$ cat src/rtl/psg_play_pkg.sv
package psg_play_pkg;

  typedef enum logic [1:0] {
    MODE_NIB   = 2'd0,
    MODE_BIT   = 2'd1,
    MODE_CHASE = 2'd2,
    MODE_NIB2  = 2'd3
  } mode_e;

  typedef enum logic [1:0] {
    S_IDLE,
    S_TONE,
    S_PLAY,
    S_SILENCE
  } state_e;

  localparam int unsigned NUM_VOICES = 3;

  function automatic logic [7:0] att_cmd(input logic [1:0] ch, input logic [3:0] att);
    return {1'b1, ch, 1'b1, att};
  endfunction

  function automatic logic [7:0] tone_lo(input logic [1:0] ch, input logic [9:0] div);
    return {1'b1, ch, 1'b0, div[3:0]};
  endfunction

  function automatic logic [7:0] tone_hi(input logic [9:0] div);
    return {2'b00, div[9:4]};
  endfunction

endpackage

$ cat src/rtl/psg_rate_tick.sv
module psg_rate_tick #(
  parameter int unsigned DIV_W = 12
) (
  input  logic             clk_i,
  input  logic             rst_ni,
  input  logic             run_i,
  input  logic [DIV_W-1:0] period_i,
  output logic             tick_o
);
  logic [DIV_W-1:0] cnt_q;
  logic             wrap;

  assign wrap   = (cnt_q == period_i - 1'b1);
  assign tick_o = run_i && wrap;

  always_ff @(posedge clk_i or negedge rst_ni) begin
    if (!rst_ni)     cnt_q <= '0;
    else if (!run_i) cnt_q <= '0;
    else if (wrap)   cnt_q <= '0;
    else             cnt_q <= cnt_q + 1'b1;
  end
endmodule

$ cat src/rtl/psg_unpack.sv
module psg_unpack (
  input  logic [7:0] byte_i,
  input  logic [2:0] sub_i,
  input  logic       one_bit_i,
  output logic [3:0] level_o
);
  logic bit_v;

  assign bit_v = byte_i[3'd7 - sub_i];

  always_comb begin
    if (one_bit_i)     level_o = bit_v ? 4'hF : 4'h0;
    else if (sub_i[0]) level_o = byte_i[3:0];
    else               level_o = byte_i[7:4];
  end
endmodule

$ cat src/rtl/psg_chase_pick.sv
module psg_chase_pick
  import psg_play_pkg::*;
(
  input  logic [3:0]                 target_i,
  input  logic [NUM_VOICES-1:0][3:0] lvl_i,
  output logic [1:0]                 ch_o,
  output logic                       nz_o
);
  logic [NUM_VOICES-1:0][3:0] err;

  for (genvar v = 0; v < NUM_VOICES; v++) begin : g_err
    assign err[v] = (target_i >= lvl_i[v]) ? target_i - lvl_i[v] : lvl_i[v] - target_i;
  end

  // strict compare keeps ties on the lower voice
  always_comb begin
    ch_o = 2'd0;
    if (err[1] > err[0])    ch_o = 2'd1;
    if (err[2] > err[ch_o]) ch_o = 2'd2;
    nz_o = (err[ch_o] != 4'd0);
  end
endmodule

$ cat src/rtl/psg_sample_player.sv
module psg_sample_player
  import psg_play_pkg::*;
#(
  parameter int unsigned DIV_W    = 12,
  parameter int unsigned LEN_W    = 16,
  parameter logic [9:0]  TONE_DIV = 10'd1
) (
  input  logic             clk_i,
  input  logic             rst_ni,
  input  logic             start_i,
  input  logic [1:0]       mode_i,
  input  logic             shared_i,
  input  logic [1:0]       chan_i,
  input  logic [DIV_W-1:0] rate_i,
  input  logic [LEN_W-1:0] len_i,
  output logic [LEN_W-1:0] mem_addr_o,
  input  logic [7:0]       mem_data_i,
  output logic             psg_wr_o,
  output logic [7:0]       psg_data_o,
  output logic             busy_o,
  output logic             done_o
);
  state_e                     state_q;
  mode_e                      mode_q;
  logic                       shared_q;
  logic [1:0]                 chan_q;
  logic [DIV_W-1:0]           rate_q;
  logic [LEN_W-1:0]           len_q, addr_q;
  logic [2:0]                 sub_q, step_q;
  logic [1:0]                 pend_q;
  logic [3:0]                 att_q;
  logic [NUM_VOICES-1:0][3:0] cur_q;
  logic                       last_q, done_q, wr_q;
  logic [7:0]                 data_q;

  logic       multi, one_bit, sub_last, last_smp, tick, pick_nz;
  logic [3:0] level;
  logic [1:0] pick_ch, tone_ch;

  assign multi    = shared_q || (mode_q == MODE_CHASE);
  assign one_bit  = (mode_q == MODE_BIT);
  assign sub_last = one_bit ? (sub_q == 3'd7) : sub_q[0];
  assign last_smp = sub_last && (addr_q == len_q - 1'b1);
  assign tone_ch  = multi ? step_q[2:1] : chan_q;

  psg_rate_tick #(.DIV_W(DIV_W)) u_tick (
    .clk_i   (clk_i),
    .rst_ni  (rst_ni),
    .run_i   (state_q == S_PLAY),
    .period_i(rate_q),
    .tick_o  (tick)
  );

  psg_unpack u_unpack (
    .byte_i   (mem_data_i),
    .sub_i    (sub_q),
    .one_bit_i(one_bit),
    .level_o  (level)
  );

  psg_chase_pick u_pick (
    .target_i(level),
    .lvl_i   (cur_q),
    .ch_o    (pick_ch),
    .nz_o    (pick_nz)
  );

  always_ff @(posedge clk_i or negedge rst_ni) begin
    if (!rst_ni) begin
      state_q  <= S_IDLE;
      mode_q   <= MODE_NIB;
      shared_q <= 1'b0;
      chan_q   <= '0;
      rate_q   <= '0;
      len_q    <= '0;
      addr_q   <= '0;
      sub_q    <= '0;
      step_q   <= '0;
      pend_q   <= '0;
      att_q    <= '0;
      cur_q    <= '0;
      last_q   <= 1'b0;
      done_q   <= 1'b0;
      wr_q     <= 1'b0;
      data_q   <= '0;
    end else begin
      wr_q <= 1'b0;
      unique case (state_q)
        S_IDLE: if (start_i) begin
          mode_q   <= mode_e'(mode_i);
          shared_q <= shared_i;
          chan_q   <= chan_i;
          rate_q   <= rate_i;
          len_q    <= len_i;
          addr_q   <= '0;
          sub_q    <= '0;
          step_q   <= '0;
          pend_q   <= '0;
          cur_q    <= '0;
          last_q   <= 1'b0;
          done_q   <= 1'b0;
          state_q  <= S_TONE;
        end
        S_TONE: begin
          wr_q   <= 1'b1;
          data_q <= step_q[0] ? tone_hi(TONE_DIV) : tone_lo(tone_ch, TONE_DIV);
          if (step_q == (multi ? 3'd5 : 3'd1)) begin
            step_q  <= '0;
            state_q <= (len_q == '0) ? S_SILENCE : S_PLAY;
          end else begin
            step_q <= step_q + 1'b1;
          end
        end
        S_PLAY: begin
          if (last_q && pend_q == 2'd0) begin
            step_q  <= '0;
            state_q <= S_SILENCE;
          end else if (pend_q != 2'd0) begin
            wr_q   <= 1'b1;
            data_q <= att_cmd(step_q[1:0], att_q);
            step_q <= step_q + 1'b1;
            pend_q <= pend_q - 1'b1;
          end else if (tick) begin
            last_q <= last_smp;
            if (!sub_last)     sub_q <= sub_q + 1'b1;
            else if (!last_smp) begin
              sub_q  <= '0;
              addr_q <= addr_q + 1'b1;
            end
            if (mode_q == MODE_CHASE) begin
              if (pick_nz) begin
                wr_q           <= 1'b1;
                data_q         <= att_cmd(pick_ch, ~level);
                cur_q[pick_ch] <= level;
              end
            end else if (shared_q) begin
              wr_q   <= 1'b1;
              data_q <= att_cmd(2'd0, ~level);
              att_q  <= ~level;
              pend_q <= 2'd2;
              step_q <= 3'd1;
            end else begin
              wr_q   <= 1'b1;
              data_q <= att_cmd(chan_q, ~level);
            end
          end
        end
        S_SILENCE: begin
          wr_q   <= 1'b1;
          data_q <= att_cmd(multi ? step_q[1:0] : chan_q, 4'hF);
          if (step_q == (multi ? 3'd2 : 3'd0)) begin
            done_q  <= 1'b1;
            state_q <= S_IDLE;
          end else begin
            step_q <= step_q + 1'b1;
          end
        end
        default: state_q <= S_IDLE;
      endcase
    end
  end

  assign mem_addr_o = addr_q;
  assign psg_wr_o   = wr_q;
  assign psg_data_o = data_q;
  assign busy_o     = (state_q != S_IDLE);
  assign done_o     = done_q;
endmodule

$ cat config.mk
export PLATFORM = sky130hd
export DESIGN_NAME = psg_sample_player
export DESIGN_NICKNAME = d
export VERILOG_FILES = /design/src/rtl/psg_play_pkg.sv /design/src/rtl/psg_rate_tick.sv /design/src/rtl/psg_unpack.sv /design/src/rtl/psg_chase_pick.sv /design/src/rtl/psg_sample_player.sv
export SDC_FILE = /design/constraint.sdc
export NUM_CORES = 1
export LEC_CHECK = 0
export ABC_CLOCK_PERIOD_IN_PS = 15700
export CORE_MARGIN = 8
export CORE_UTILIZATION = 63
export DETAILED_ROUTE_END_ITERATION = 10
export PLACE_DENSITY = 0.87
export SLEW_MARGIN = 0
export SYNTH_ARGS = -nofsm -noshare
export SYNTH_HDL_FRONTEND = slang
export SYNTH_SLANG_ARGS = --single-unit
$ cat constraint.sdc
create_clock -name clk_i -period 15.7 [get_ports clk_i]
set_clock_uncertainty 0.05 [all_clocks]
set_input_delay 1.57 -clock clk_i [delete_from_list [all_inputs] [get_ports clk_i]]
set_output_delay 1.57 -clock clk_i [all_outputs]
set_load 0.05 [all_outputs]
==> results.py <==
metrics = {
    "timing": {
        "hold_viol": 0,
        "whs_ps": 464,
        "max_slew_margin": 0.326,
        "tns_ps": 0,
        "fin_crit_ps": 9700,
        "fmax_ghz": 0.103,
        "rsz0062_at_grt": "no",
        "drv_slew": 0,
        "period_share": 0.618,
        "setup_viol": 0,
        "worstMarginPinSlew_ps": 1000,
    },
    "setup_path": {
        "end_kind": "flip-flop",
        "cpMaxStageDelayCell": "nor2_1",
        "start_kind": "input port",
        "crit_required_ps": 15890,
        "worst-path-buf-inv": 3,
        "critPathTopFamily": "compound AO/OA/AOI/OAI gates",
        "cpMostUsedCell": "nor2_1",
        "critPathArrivalTime_ps": 9890,
        "critPathKind": "input port to flip-flop",
        "slowest_delay_ps": 630,
        "crit_fanout": 9,
    },
    "cts": {
        "cts.clk_slew.worst_paths_ps": 70,
        "postCtsSetupBuffers": 0,
        "cts-root-buf": "clkbuf_16",
        "htreeDepth": 3,
        "ctsHoldBuffers": 0,
        "cts_tree": "built",
        "cts_made_buffers": 9,
        "clk_latency_ps": 350,
        "clkSinkCount": 98,
        "cts_resized": 0,
        "clockBufferDepth": 2,
    },
    "cells_and_area": {
        "num_antenna_cells": 0,
        "area_delta_synth_final_pct": 14.8,
        "final_nets": 943,
        "fillers": 799,
        "layout-drive-gt1-share": 0.0901,
        "layout.cells.non_filler": 998,
    },
    "grt": {
        "grt_pass1_wl_um": 31500,
        "grt_use_total": 0.254,
        "overflow": 0,
        "grt_max_degree": 73,
        "antenna_found_initial": 0,
        "first_global_vias": 6595,
    },
    "logic_synthesis": {
        "synth_area_per_cell_um2": 9.15,
        "syn_area_um2": 7320,
        "yosys.cell_count.top_type": "dfrtp_1",
        "synth_warnings": 0,
        "synth_top_area_share": 0.335,
        "yosysSeqAreaShare": 0.335,
        "syn_nets": 893,
        "synth_edf_count": 0,
        "ys_ff_latch": 98,
        "synth_cell_types": 72,
        "synth_top_area_cell": "dfrtp_1",
        "syn-instance-count": 800,
        "synthFlopType": "dfrtp_1",
        "synth_common_cells": "dfrtp_1, nand2_1, inv_1",
        "async_reset_ff_frac": 1.00,
        "synth.top_cells.by_area": "dfrtp_1, ha_1, mux2_2, nand2_1, mux2i_1",
    },
    "placement": {
        "dpl.hpwl_um": 14100,
        "io_buffers": 70,
        "dp_cells": 982,
        "gp_congestion": 0.923,
    },
    "detailed_routing": {
        "postRouteAntennaNets": 0,
        "drt_wl_total_um": 18800,
        "remaining_drc_errors": 0,
        "first_pass_iters": 5,
        "drtIter0Drc": 643,
        "vias": 6545,
        "routedWlPerCell_um": 18.9,
        "viasPerCell": 6.56,
    },
    "floorplanning": {
        "start_util": 0.644,
        "die_area_um2": 15300,
        "die_x_um": 124,
        "core_area_um2": 11400,
        "row_count": 39,
        "die_y_um": 124,
        "pin_count": 71,
    },
    "pwr": {
        "irDropWorstVdd_mv": 0.0867,
        "power_density_nw_per_um2": 67.7,
        "leakage_uw": 0.00390,
    },
    "min_path": {
        "min_path_type": "flip-flop to flip-flop",
    },
    "flow_run": {
        "drv_cap": 0,
    },
    "status": {
        "status": "finished clean",
    },
}
## routing by layer
layer / routed length (µm) / up-vias / share of wire / track usage
li1: - / 3024 / - / -
met1: 7870 / 3161 / 0.42 / 0.318
met2: 9050 / 301 / 0.48 / 0.421
met3: 1280 / 59 / 0.068 / 0.0449
met4: 616 / 0 / 0.033 / 0.118
met5: 0 / - / 0 / 0
## worst reg2reg max path: cells and delay by family (launching register included)
family                   cells  cell delay, ps
buffers and inverters        2             510
multiplexers                 3            1190
AND/OR/NAND/NOR              7            2060
flip-flops                   1             620
AO/OA/AOI/OAI               10            3010
adder cells (fa/ha/maj)      3            1230
## final cells by class
cell class	instances	area, µm²	area share
clock inverter	5	86.3	0.0103
timing repair buffer	75	736	0.0875
sequential	98	2450	0.292
multi-input combinational	616	4530	0.538
clock buffer	11	243	0.0289
inverter	50	188	0.0223
tap	143	179	0.0213
## per-stage QoR
| stage | area [µm²] | worst slack [ps] | total power [µW] | util |
|---|---|---|---|---|
| 6_report | 8410 | 6000 | 570 | 0.740 |
| 3_3_place_gp | 8080 | 6210 | 323 | 0.711 |
| 5_1_grt | 8410 | 5510 | 587 | 0.740 |
| 2_1_floorplan | 7320 | 7190 | 298 | - |
| 4_1_cts | 8410 | 6080 | 569 | 0.740 |
| 3_5_place_dp | 8080 | 5740 | 327 | 0.711 |
## worst paths after layout
path	start	depth (start not counted)	slack (ps)	to
max in group asynchronous	rst_ni	2	13290	sub_q[2]
min in group asynchronous	rst_ni	1	1070	rate_q[4]
setup / recovery	mem_data_i[4]	26	6000	psg_data_o[0]
setup reg to reg	sub_q[0]	25	6930	psg_data_o[0]
hold reg to reg	att_q[0]	1	460	att_q[0]
hold / removal	att_q[0]	1	460	att_q[0]
## cell families after synthesis
family,synth area share
buffers and inverters,0.0478
muxes,0.101
DFF,0.335
xor gates and xnor gates,0.0502
and+or+nand+nor,0.192
AOI/OAI and AO/OA,0.184
adders and majority gates,0.0899
## sequential cells by signal, indices dropped and copies added, names as in the netlist, 2 cells and up
name          flops
len_q            16
sub_q             3
psg_data_o        8
rate_q           12
mode_q            2
state_q           2
pend_q            2
chan_q            2
step_q            3
att_q             4
mem_addr_o       16
u_tick.cnt_q     12
cur_q            12
## placed cells by master (no fill, tap or decap), types with 6 or more instances in the layout
master,instances
or4_1,13
a211oi_1,7
ha_1,43
or3_1,6
o21a_1,12
fa_1,6
xnor2_1,19
o221ai_1,7
o21ai_0,31
nand3_1,22
o21ai_1,10
inv_1,49
xor2_1,23
nand2_1,76
nand3b_1,7
o31ai_1,12
a211o_1,6
nor4_1,19
clkbuf_16,9
nor3_1,13
mux2_2,38
nand2b_1,19
o211ai_1,9
nand4_1,7
nor2b_1,12
buf_4,6
and3_1,10
mux2i_1,22
a21oi_1,32
clkdlybuf4s50_1,69
dfrtp_1,98
nor2_1,47
## power by group
group | switching (µW) | internal (µW)
clock | 101 | 145
sequential | 0.678 | 253
combinational | 39.4 | 30.5
Note: power is estimated with default switching activity, not from simulation.
